### config.mk
export PLATFORM = sky130hd
export DESIGN_NAME = pwm_table_mod
export DESIGN_NICKNAME = d
export VERILOG_FILES = /design/src/rtl/pwm_table_mod.sv
export SDC_FILE = /design/constraint.sdc
export NUM_CORES = 1
export LEC_CHECK = 0
export BUFFER_PORTS_ARGS = -buffer_cell sky130_fd_sc_hd__buf_4
export CAP_MARGIN = 20
export CORE_MARGIN = 2
export CORE_UTILIZATION = 47
export DETAILED_ROUTE_END_ITERATION = 6
export PLACE_DENSITY = 0.59
export SYNTH_ARGS = -nofsm -noshare
export SYNTH_HDL_FRONTEND = slang
export SYNTH_SLANG_ARGS = --single-unit
### constraint.sdc
create_clock -name clk -period 6.9 [get_ports clk]
set_input_delay 1.38 -clock clk [delete_from_list [all_inputs] [get_ports clk]]
set_output_delay 1.38 -clock clk [all_outputs]
set_load 0.03 [all_outputs]
### src/rtl/pwm_table_mod.sv
module pwm_table_mod #(
  parameter int P  = 200,
  parameter int L  = 20,
  parameter int WW = 8,
  localparam int CW = $clog2(P),
  localparam int AW = $clog2(L)
) (
  input  logic          clk,
  input  logic          rst,
  input  logic          wr_en,
  input  logic [AW-1:0] wr_addr,
  input  logic [WW-1:0] wr_data,
  output logic          pwm_out,
  output logic          period_start,
  output logic          table_wrap
);

  logic [WW-1:0] tbl [0:L-1];
  logic [CW-1:0] cnt;
  logic [AW-1:0] idx;
  logic [WW-1:0] hold;
  logic [WW-1:0] cur_w;

  always_ff @(posedge clk)
    if (wr_en && (32'(wr_addr) < L)) tbl[wr_addr] <= wr_data;

  always_ff @(posedge clk) begin
    if (rst) begin
      cnt  <= '0;
      idx  <= '0;
      hold <= '0;
    end else begin
      if (cnt == '0) hold <= tbl[idx];
      if (cnt == CW'(P-1)) begin
        cnt <= '0;
        idx <= (idx == AW'(L-1)) ? '0 : idx + 1'b1;
      end else begin
        cnt <= cnt + 1'b1;
      end
    end
  end

  assign cur_w        = (cnt == '0) ? tbl[idx] : hold;
  assign pwm_out      = !rst && (32'(cnt) < 32'(cur_w));
  assign period_start = !rst && (cnt == '0);
  assign table_wrap   = period_start && (idx == '0);

  p_reset_state_r1: assert property (@(posedge clk) disable iff (rst)
    $past(rst) |-> (period_start && table_wrap));

  p_cnt_range_r2: assert property (@(posedge clk) disable iff (rst)
    32'(cnt) < P);

  p_start_gap_r2: assert property (@(posedge clk) disable iff (rst)
    period_start |=> !period_start);

  p_zero_low_r4: assert property (@(posedge clk) disable iff (rst)
    (!period_start && hold == '0) |-> !pwm_out);

  p_full_high_r5: assert property (@(posedge clk) disable iff (rst)
    (!period_start && 32'(hold) >= P) |-> pwm_out);

  p_idx_wrap_r6: assert property (@(posedge clk) disable iff (rst)
    (cnt == CW'(P-1)) |=> (table_wrap == ($past(idx) == AW'(L-1))));

  p_hold_stable_r7: assert property (@(posedge clk) disable iff (rst)
    (32'(cnt) > 1) |-> $stable(hold));

endmodule

==> results.py, run 1 <==
metrics = {
    "global_route": {
        "grt_pass1_vias": 3714,
        "overflow": 0,
        "grtUsageTotal_pct": 18.7,
        "antenna_found_initial": 0,
        "grt_pass1_wl_um": 22200,
        "grt_start_max_net_pins": 24,
    },
    "clock_tree": {
        "cts.repair.resized": 0,
        "clkTransAtPathRegs_ps": 60,
        "cts.sinks": 186,
        "root_buffer": "clkbuf_16",
        "cts_buffer_depth": 2,
        "cts_setup_buffers": 0,
        "cts_tree": "yes",
        "clkLatencyLatePin_ps": 420,
        "cts-buffers-inserted": 17,
        "h-tree-depth": 4,
        "holdBufCountCts": 0,
    },
    "floorplanning": {
        "row_count": 46,
        "core_um2": 15700,
        "pin_count": 19,
        "die_x_um": 130,
        "start_util_pct": 47.5,
        "dieArea_um2": 16900,
        "die_h_um": 130,
    },
    "yosys": {
        "avgSynthCellArea_um2": 18.3,
        "synth_fp_nets": 434,
        "netlist_top_cells_area": "edfxtp_1 64%, mux4_2 12%, dfxtp_1 7.0%, mux2i_1 2.8%, nor2_1 1.9%",
        "async_reset_ff_share_pct": 0,
        "synth_seq_cells": 186,
        "yosysTopAreaCell": "edfxtp_1",
        "syn-cell-area_um2": 7460,
        "synth_top_area_share_pct": 64.4,
        "yosys_most_used_dff": "edfxtp_1",
        "synth-edff-count": 160,
        "synth.distinct_cells": 41,
        "synth-seq-area-share_pct": 71.4,
        "synthCells": 407,
        "yosysWarnings": 0,
    },
    "route": {
        "drc": 0,
        "met1_length_um": 6310,
        "drt-vias-per-instance": 5.48,
        "via_count": 3632,
        "finalWirelength_um": 14400,
        "wl_met2_um": 7460,
        "wl_per_cell_um": 21.8,
        "drtIter0Drc": 285,
        "top_layer": "met4",
        "antenna_left": 0,
        "firstDrtPassIters": 4,
        "routed-wl-met3_um": 512,
    },
    "critical_path": {
        "r2r_end": "hold[7]$_SDFF_PP0_",
        "worstPathMaxFanout": 14,
        "rr_worst_depth": 6,
        "crit_type": "flip-flop to primary output",
        "cp_data_arrival_time_ps": 3970,
        "end_kind": "primary output",
        "critPathLaunchType": "flip-flop",
        "r2r_setup_slack_ps": 4410,
        "worst_ep_required_time_ps": 5520,
    },
    "timing": {
        "relSlewSlack_pct": 34.9,
        "worst_pin_slew_ps": 975,
        "post-route-min-period_ps": 5350,
        "finalCritPeriodShare_pct": 77.5,
        "drv_slew": 0,
        "fmax_mhz": 187,
        "skew_ps": 9.36,
        "timing.final.hold_violations": 0,
        "setup_violations": 0,
        "finalSetupTns_ps": 0,
        "timing.hold.ws_ps": 493,
        "grt_setup_unrepaired": "no",
    },
    "run": {
        "cap_violations": 0,
    },
    "place": {
        "hpwlAfterDp_um": 9570,
        "gp_congestion": 0.751,
        "port_buffers": 18,
    },
    "min_path": {
        "hold_depth": 1,
        "hold-path-endpoint": "cnt[0]$_SDFF_PP0_",
        "hp-start": "cnt[0]$_SDFF_PP0_",
        "hold_path_class": "flip-flop to flip-flop",
    },
    "outcome": {
        "status": "completed",
    },
    "power": {
        "irDropWorstVdd_v": 0.000175,
        "power_leakage_nw": 2.67,
        "power_density_nw_per_um2": 266,
    },
    "finish": {
        "drive_above_1_share_pct": 23.5,
        "layout-area-overhead-vs-synth_pct": 12.0,
        "nets": 461,
        "fillCellCount": 1277,
        "num_antenna_cells": 0,
    },
}
-- cell type report --
type | count | area, um^2 | share of cell area (%)
clock buffers | 23 | 479 | 5.74
inverters | 7 | 26.3 | 0.315
well taps | 216 | 270 | 3.24
flip-flops and latches | 186 | 5330 | 63.8
clock inverters | 9 | 62.6 | 0.749
multi-input cells | 196 | 1990 | 23.8
repair buffers | 26 | 195 | 2.34
-- power breakdown --
group | switching, mW | total (mW) | internal (mW)
Clock | 0.399 | 0.894 | 0.495
Combinational | 0.0539 | 0.0859 | 0.0320
Sequential | 0.00631 | 1.24 | 1.24
Total | 0.459 | 2.22 | 1.76
-- how the worst max path moves through the flow --
stage          slack [ps]  endpoint  cells past startpoint         startpoint
6_report             1550   pwm_out                     11          flip-flop
2_1_floorplan        2420   pwm_out                     12  cnt[0]$_SDFF_PP0_
5_1_grt              1180   pwm_out                     11          flip-flop
3_5_place_dp         1940   pwm_out                     11          flip-flop
3_3_place_gp         2010   pwm_out                     11          flip-flop
4_1_cts              1460   pwm_out                     11          flip-flop
-- logic make-up after synthesis --
group,share of synthesized area (%)
xor+xnor,0.822
buf+inv,1.88
compound gates,2.95
simple gates,6.34
fa+ha+maj,1.85
flops,71.4
mux,14.7
-- routing by layer --
metal,vias to the layer above,track usage (%)
li1,1671,-
met5,-,0
met4,0,5.69
met2,72,31.0
met3,8,3.81
met1,1881,25.1
-- cell usage after synthesis, types with 2 or more instances --
cell type and number:
nor4_4 2, o22ai_2 3, buf_6 5, o21ai_0 5, mux2i_1 21, nor3_1 5
mux4_2 39, inv_1 7, o21ai_1 2, xor2_1 4, buf_2 7, nand3_1 7
a21oi_1 2, nand4_1 2, a211o_1 2, nand3b_1 2, o221ai_1 5, clkbuf_1 6
and4_1 3, nand2b_1 4, and3_1 2, nor2b_1 6, dfxtp_1 26, nand2_1 13
edfxtp_1 160, or2_2 2, ha_1 11, xnor2_1 3, nor2_1 38, a21o_1 2
-- placed cells by master, fill, tap and decap left out, types with 5 or more instances in the layout --
| cell type | Yosys | final |
|---|---|---|
| mux2i_1 | 21 | 21 |
| nor3_1 | 5 | 5 |
| edfxtp_1 | 160 | 160 |
| nand3_1 | 7 | 7 |
| mux4_2 | 39 | 39 |
| nor2_1 | 38 | 38 |
| ha_1 | 11 | 11 |
| nand2_1 | 13 | 13 |
| dfxtp_1 | 26 | 24 |
| nor2b_1 | 6 | 6 |
| o221ai_1 | 5 | 5 |
| buf_4 | 0 | 26 |
| clkbuf_16 | 0 | 18 |
| inv_1 | 7 | 7 |
| o21ai_0 | 5 | 5 |
-- through the flow --
step	instances	cell area [um^2]	utilization (%)	setup slack (ps)	power, mW
final	663	8350	53.2	1550	2.22
after global routing	663	8350	53.2	1180	2.30
after CTS	663	8350	53.2	1460	2.24
after detailed placement	631	7810	49.7	1940	1.35
after global placement	631	7810	49.7	2010	1.35
after floorplan	407	7460	-	2420	1.32
-- worst max-delay path: stages (launching register included) --
cell and delay (ps):
dfxtp_2 600, buf_4 370, mux4_2 540, mux2i_1 230, o21ai_0 160, o22ai_2 180
ha_1 270, a21o_1 160, a21o_1 170, a211o_1 330, o41ai_2 330, buf_4 210
-- flip-flops by register name (all words and copies together) (netlist names), named ones only --
register / flops
idx: 5
tbl: 160
cnt: 8
hold: 8
Note: power is estimated with default switching activity, not from simulation.
==> inputs of run 2 (changes only) <==
==> constraint.sdc (replaced) <==
create_clock -name clk -period 5.4 [get_ports clk]
set_input_delay 1.08 -clock clk [delete_from_list [all_inputs] [get_ports clk]]
set_output_delay 1.08 -clock clk [all_outputs]
set_load 0.03 [all_outputs]
==> results.py, run 2 (same netlist as run 1, synthesis figures left out) <==
metrics = {
    "critical_path": {
        "path_buf_inv": 2,
        "crit_type": "flip-flop to primary output",
        "critPathLaunchType": "flip-flop",
        "path_cells": "buf_4 -> mux4_2 -> mux2i_1 -> o221ai_1 -> mux2i_1 -> ha_1 -> a21o_1 -> a211o_1 -> o41ai_2 -> buf_4",
        "worst_ep_required_time_ps": 4320,
        "cp_data_arrival_time_ps": 3800,
        "critPathSlowestCell": "dfxtp_2",
        "crit_family": "multiplexers",
        "max_stage_delay_ps": 600,
        "end_kind": "primary output",
        "worstPathMaxFanout": 12,
    },
    "global_route": {
        "overflow": 0,
        "grtUsageTotal_pct": 19.2,
        "grt_start_max_net_pins": 27,
        "grt_pass1_vias": 3648,
        "antenna_found_initial": 0,
        "grt_pass1_wl_um": 22600,
    },
    "finish": {
        "mostFrequentLayoutCells": "160 x edfxtp_1, 39 x mux4_2, 38 x nor2_1, 28 x buf_4, 24 x dfxtp_1",
        "largest_reg_flops": 160,
        "layout_commonest_cell": "edfxtp_1",
        "layout-area-overhead-vs-synth_pct": 13.5,
        "fillCellCount": 1237,
        "reg_top3": "tbl x160, cnt x8, hold x8",
        "num_antenna_cells": 0,
        "drive_above_1_share_pct": 25.1,
        "nets": 465,
        "top_register": "tbl",
    },
    "run": {
        "cap_violations": 0,
    },
    "clock_tree": {
        "cts.repair.resized": 0,
        "clkLatencyLatePin_ps": 430,
        "h-tree-depth": 4,
        "holdBufCountCts": 0,
        "root_buffer": "clkbuf_16",
        "cts_tree": "yes",
        "cts.sinks": 186,
        "cts-buffers-inserted": 17,
        "cts_setup_buffers": 0,
        "clkTransAtPathRegs_ps": 70,
        "cts_buffer_depth": 2,
    },
    "place": {
        "port_buffers": 18,
        "gp_congestion": 0.787,
        "hpwlAfterDp_um": 9580,
    },
    "floorplanning": {
        "dieArea_um2": 16900,
        "start_util_pct": 47.5,
        "die_x_um": 130,
        "core_um2": 15700,
        "row_count": 46,
        "pin_count": 19,
        "die_h_um": 130,
    },
    "timing": {
        "drv_slew": 0,
        "relSlewSlack_pct": 41.3,
        "finalCritPeriodShare_pct": 90.3,
        "grt_setup_unrepaired": "no",
        "timing.hold.ws_ps": 502,
        "finalSetupTns_ps": 0,
        "skew_ps": 14.0,
        "worst_pin_slew_ps": 877,
        "post-route-min-period_ps": 4880,
        "fmax_mhz": 205,
        "timing.final.hold_violations": 0,
        "setup_violations": 0,
    },
    "power": {
        "irDropWorstVdd_v": 0.000225,
        "seqPwrFrac_pct": 53.6,
        "pwr-share-comb_pct": 3.8,
        "clock_power_share_pct": 42.6,
        "power_leakage_nw": 2.72,
        "power.net_switching_mw": 0.599,
        "p_int_mw": 2.36,
        "power_density_nw_per_um2": 350,
        "swShare_pct": 20.2,
    },
    "route": {
        "finalWirelength_um": 14800,
        "wl_per_cell_um": 22.2,
        "drc": 0,
        "drtIter0Drc": 250,
        "routed-wl-met3_um": 674,
        "wl_met2_um": 7250,
        "firstDrtPassIters": 7,
        "antenna_left": 0,
        "via_count": 3686,
        "met1_length_um": 6550,
        "top_layer": "met4",
        "drt-vias-per-instance": 5.53,
    },
    "min_path": {
        "hold_path_class": "flip-flop to flip-flop",
    },
    "outcome": {
        "status": "completed",
    },
}
-- run 2: cell types whose count changed in the layout (fill, tap and decap cells not counted), moves of 2 or more --
cell        before  now
clkbuf_1         4    0
inv_4            3    0
buf_4           26   28
clkinvlp_4       0    3
bufinv_16        0    3
-- run 2: power groups by stage --
| stage | Sequential [mW] | Combinational, mW | Clock (mW) |
|---|---|---|---|
| 5_1_grt | 1.59 | 0.124 | 1.35 |
| 2_1_floorplan | 1.62 | 0.0637 | 0 |
| 4_1_cts | 1.59 | 0.113 | 1.29 |
| 3_3_place_gp | 1.62 | 0.110 | 0 |
| 6_report | 1.59 | 0.112 | 1.26 |
| 3_5_place_dp | 1.62 | 0.113 | 0 |
-- run 2: path summary, 6_finish.rpt --
| path | startpoint | end | slack, ps | cells after the start |
|---|---|---|---|---|
| hold / removal | hold[4]$_SDFF_PP0_ | hold[4]$_SDFF_PP0_ | 500 | 2 |
| hold reg to reg | hold[4]$_SDFF_PP0_ | hold[4]$_SDFF_PP0_ | 500 | 2 |
| setup reg to reg | flip-flop | hold[1]$_SDFF_PP0_ | 2980 | 6 |
| setup / recovery | flip-flop | pwm_out | 520 | 10 |
-- run 2: layout make-up --
class,instances,area [um^2],area share [%]
Multi-Input combinational cell,196,1990,23.5
Clock buffer,18,439,5.19
Tap cell,216,270,3.19
Clock inverter,14,170,2.01
Sequential cell,186,5330,63.0
Timing Repair Buffer,30,235,2.78
Inverter,7,26.3,0.311
-- run 2: worst reg2reg max path, delay by kind of cell, from the launching register on --
family,cells,cell delay (ps)
compound gates,1,210
buf+inv,1,350
flops,1,600
mux,3,1080
simple gates,1,70
-- run 2: per-layer routing --
layer  up-vias  global-route usage [%]
li1       1674                       -
met5         -                       0
met3        19                    3.81
met2        86                    30.0
met4         0                    6.70
met1      1907                    27.4
-- run 2: stage by stage --
| stage | cells | power (mW) | setup WS [ps] | instance area [um^2] | util (%) |
|---|---|---|---|---|---|
| finish | 667 | 2.96 | 524 | 8460 | 53.8 |
| global route | 667 | 3.06 | 222 | 8460 | 53.8 |
| CTS | 667 | 2.99 | 456 | 8460 | 53.8 |
| detailed placement | 635 | 1.73 | 954 | 7850 | 50.0 |
| global placement | 634 | 1.73 | 960 | 7850 | 49.9 |
| floorplan | 407 | 1.68 | 1220 | 7460 | - |
==> inputs of run 3 (changes only) <==
--- a/config.mk
+++ b/config.mk
@@ -11,6 +11,7 @@
 export CORE_UTILIZATION = 47
 export DETAILED_ROUTE_END_ITERATION = 6
 export PLACE_DENSITY = 0.59
+export RECOVER_POWER = 25
 export SYNTH_ARGS = -nofsm -noshare
 export SYNTH_HDL_FRONTEND = slang
 export SYNTH_SLANG_ARGS = --single-unit
==> results.py, run 3 (same netlist as run 1, synthesis figures left out) <==
metrics = {
    "critical_path": {
        "crit_type": "flip-flop to primary output",
        "end_kind": "primary output",
        "worst_ep_required_time_ps": 4320,
        "critPathLaunchType": "flip-flop",
        "worstPathMaxFanout": 12,
        "cp_data_arrival_time_ps": 3820,
    },
    "finish": {
        "nets": 465,
        "fillCellCount": 1240,
        "num_antenna_cells": 0,
        "top_register": "tbl",
        "layout_commonest_cell": "edfxtp_1",
        "drive_above_1_share_pct": 23.3,
        "largest_reg_flops": 160,
        "reg_top3": "tbl x160, cnt x8, hold x8",
        "instances_no_fill": 667,
        "mostFrequentLayoutCells": "160 x edfxtp_1, 39 x mux4_2, 38 x nor2_1, 24 x dfxtp_1, 21 x mux2i_1",
        "layout-area-overhead-vs-synth_pct": 13.1,
    },
    "floorplanning": {
        "die_h_um": 130,
        "core_um2": 15700,
        "pin_count": 19,
        "die_x_um": 130,
        "dieArea_um2": 16900,
        "start_util_pct": 47.5,
        "row_count": 46,
    },
    "timing": {
        "timing.hold.ws_ps": 502,
        "grt_setup_unrepaired": "no",
        "worst_pin_slew_ps": 1070,
        "skew_ps": 10.3,
        "timing.final.hold_violations": 0,
        "setup_violations": 0,
        "relSlewSlack_pct": 28.6,
        "fmax_mhz": 204,
        "finalCritPeriodShare_pct": 90.7,
        "drv_slew": 0,
        "fin_ws_ps": 505,
        "finalSetupTns_ps": 0,
        "post-route-min-period_ps": 4900,
    },
    "place": {
        "port_buffers": 18,
        "gp_congestion": 0.787,
        "pre_cts_ws_ps": 954,
        "hpwlAfterDp_um": 9580,
        "dp.cells": 635,
    },
    "clock_tree": {
        "h-tree-depth": 4,
        "cts-buffers-inserted": 17,
        "cts_tree": "yes",
        "clkTransAtPathRegs_ps": 70,
        "cts_setup_buffers": 0,
        "cts_buffer_depth": 2,
        "cts.sinks": 186,
        "clkLatencyLatePin_ps": 430,
        "holdBufCountCts": 0,
        "cts.repair.resized": 0,
        "root_buffer": "clkbuf_16",
    },
    "run": {
        "cap_violations": 0,
    },
    "min_path": {
        "hold_path_class": "flip-flop to flip-flop",
    },
    "global_route": {
        "grt_pass1_vias": 3648,
        "grtUsageTotal_pct": 19.2,
        "antenna_found_initial": 0,
        "overflow": 0,
        "grt_pass1_wl_um": 22600,
        "grt_start_max_net_pins": 27,
    },
    "route": {
        "firstDrtPassIters": 4,
        "drt-vias-per-instance": 5.60,
        "antenna_left": 0,
        "wl_per_cell_um": 22.3,
        "drtIter0Drc": 252,
        "via_count": 3732,
        "finalWirelength_um": 14900,
        "drc": 0,
    },
    "power": {
        "irDropWorstVdd_v": 0.000227,
        "power_leakage_nw": 2.69,
        "power_density_nw_per_um2": 352,
        "p_total_mw": 2.97,
    },
    "outcome": {
        "status": "completed",
    },
}
-- run 3: area by class of cell --
cell class	instances	area [um^2]	share of cell area (%)
clock buffers	18	439	5.21
clock inverters	14	170	2.02
inverters	7	26.3	0.312
multi-input cells	196	1990	23.6
flip-flops and latches	186	5330	63.2
well taps	216	270	3.21
repair buffers	30	205	2.43
-- run 3: routing by layer --
metal  routed length, um  global-route usage (%)
met5                   0                       0
met4                 226                    6.70
met3                 511                    3.81
met2                7240                    30.0
met1                6920                    27.4
-- run 3: critical path, stage by stage (launching register included) --
cell      delay, ps
dfxtp_2         600
buf_4           350
mux4_2          560
mux2i_1         210
o221ai_1        140
mux2i_1         220
ha_1            280
a21o_1          160
a211o_1         310
o41ai_2         350
buf_4           220
-- run 3: path summary, 6_finish.rpt --
kind	from	slack, ps	depth (start not counted)	to
worst max register to register	flip-flop	2930	6	hold[1]$_SDFF_PP0_
worst min register to register	hold[4]$_SDFF_PP0_	500	2	hold[4]$_SDFF_PP0_
worst max-delay path	flip-flop	500	10	pwm_out
worst min-delay path	hold[4]$_SDFF_PP0_	500	2	hold[4]$_SDFF_PP0_
-- run 3: power by group --
part | switching [mW] | internal, mW
Sequential | 0.00805 | 1.58
Clock | 0.525 | 0.742
Combinational | 0.0703 | 0.0390
Total | 0.604 | 2.36
-- run 3: per-stage QoR --
stage,cell area [um^2],util (%)
3_3_place_gp,7850,49.9
5_1_grt,8430,53.7
4_1_cts,8460,53.8
6_report,8430,53.7
2_1_floorplan,7460,-
3_5_place_dp,7850,50.0
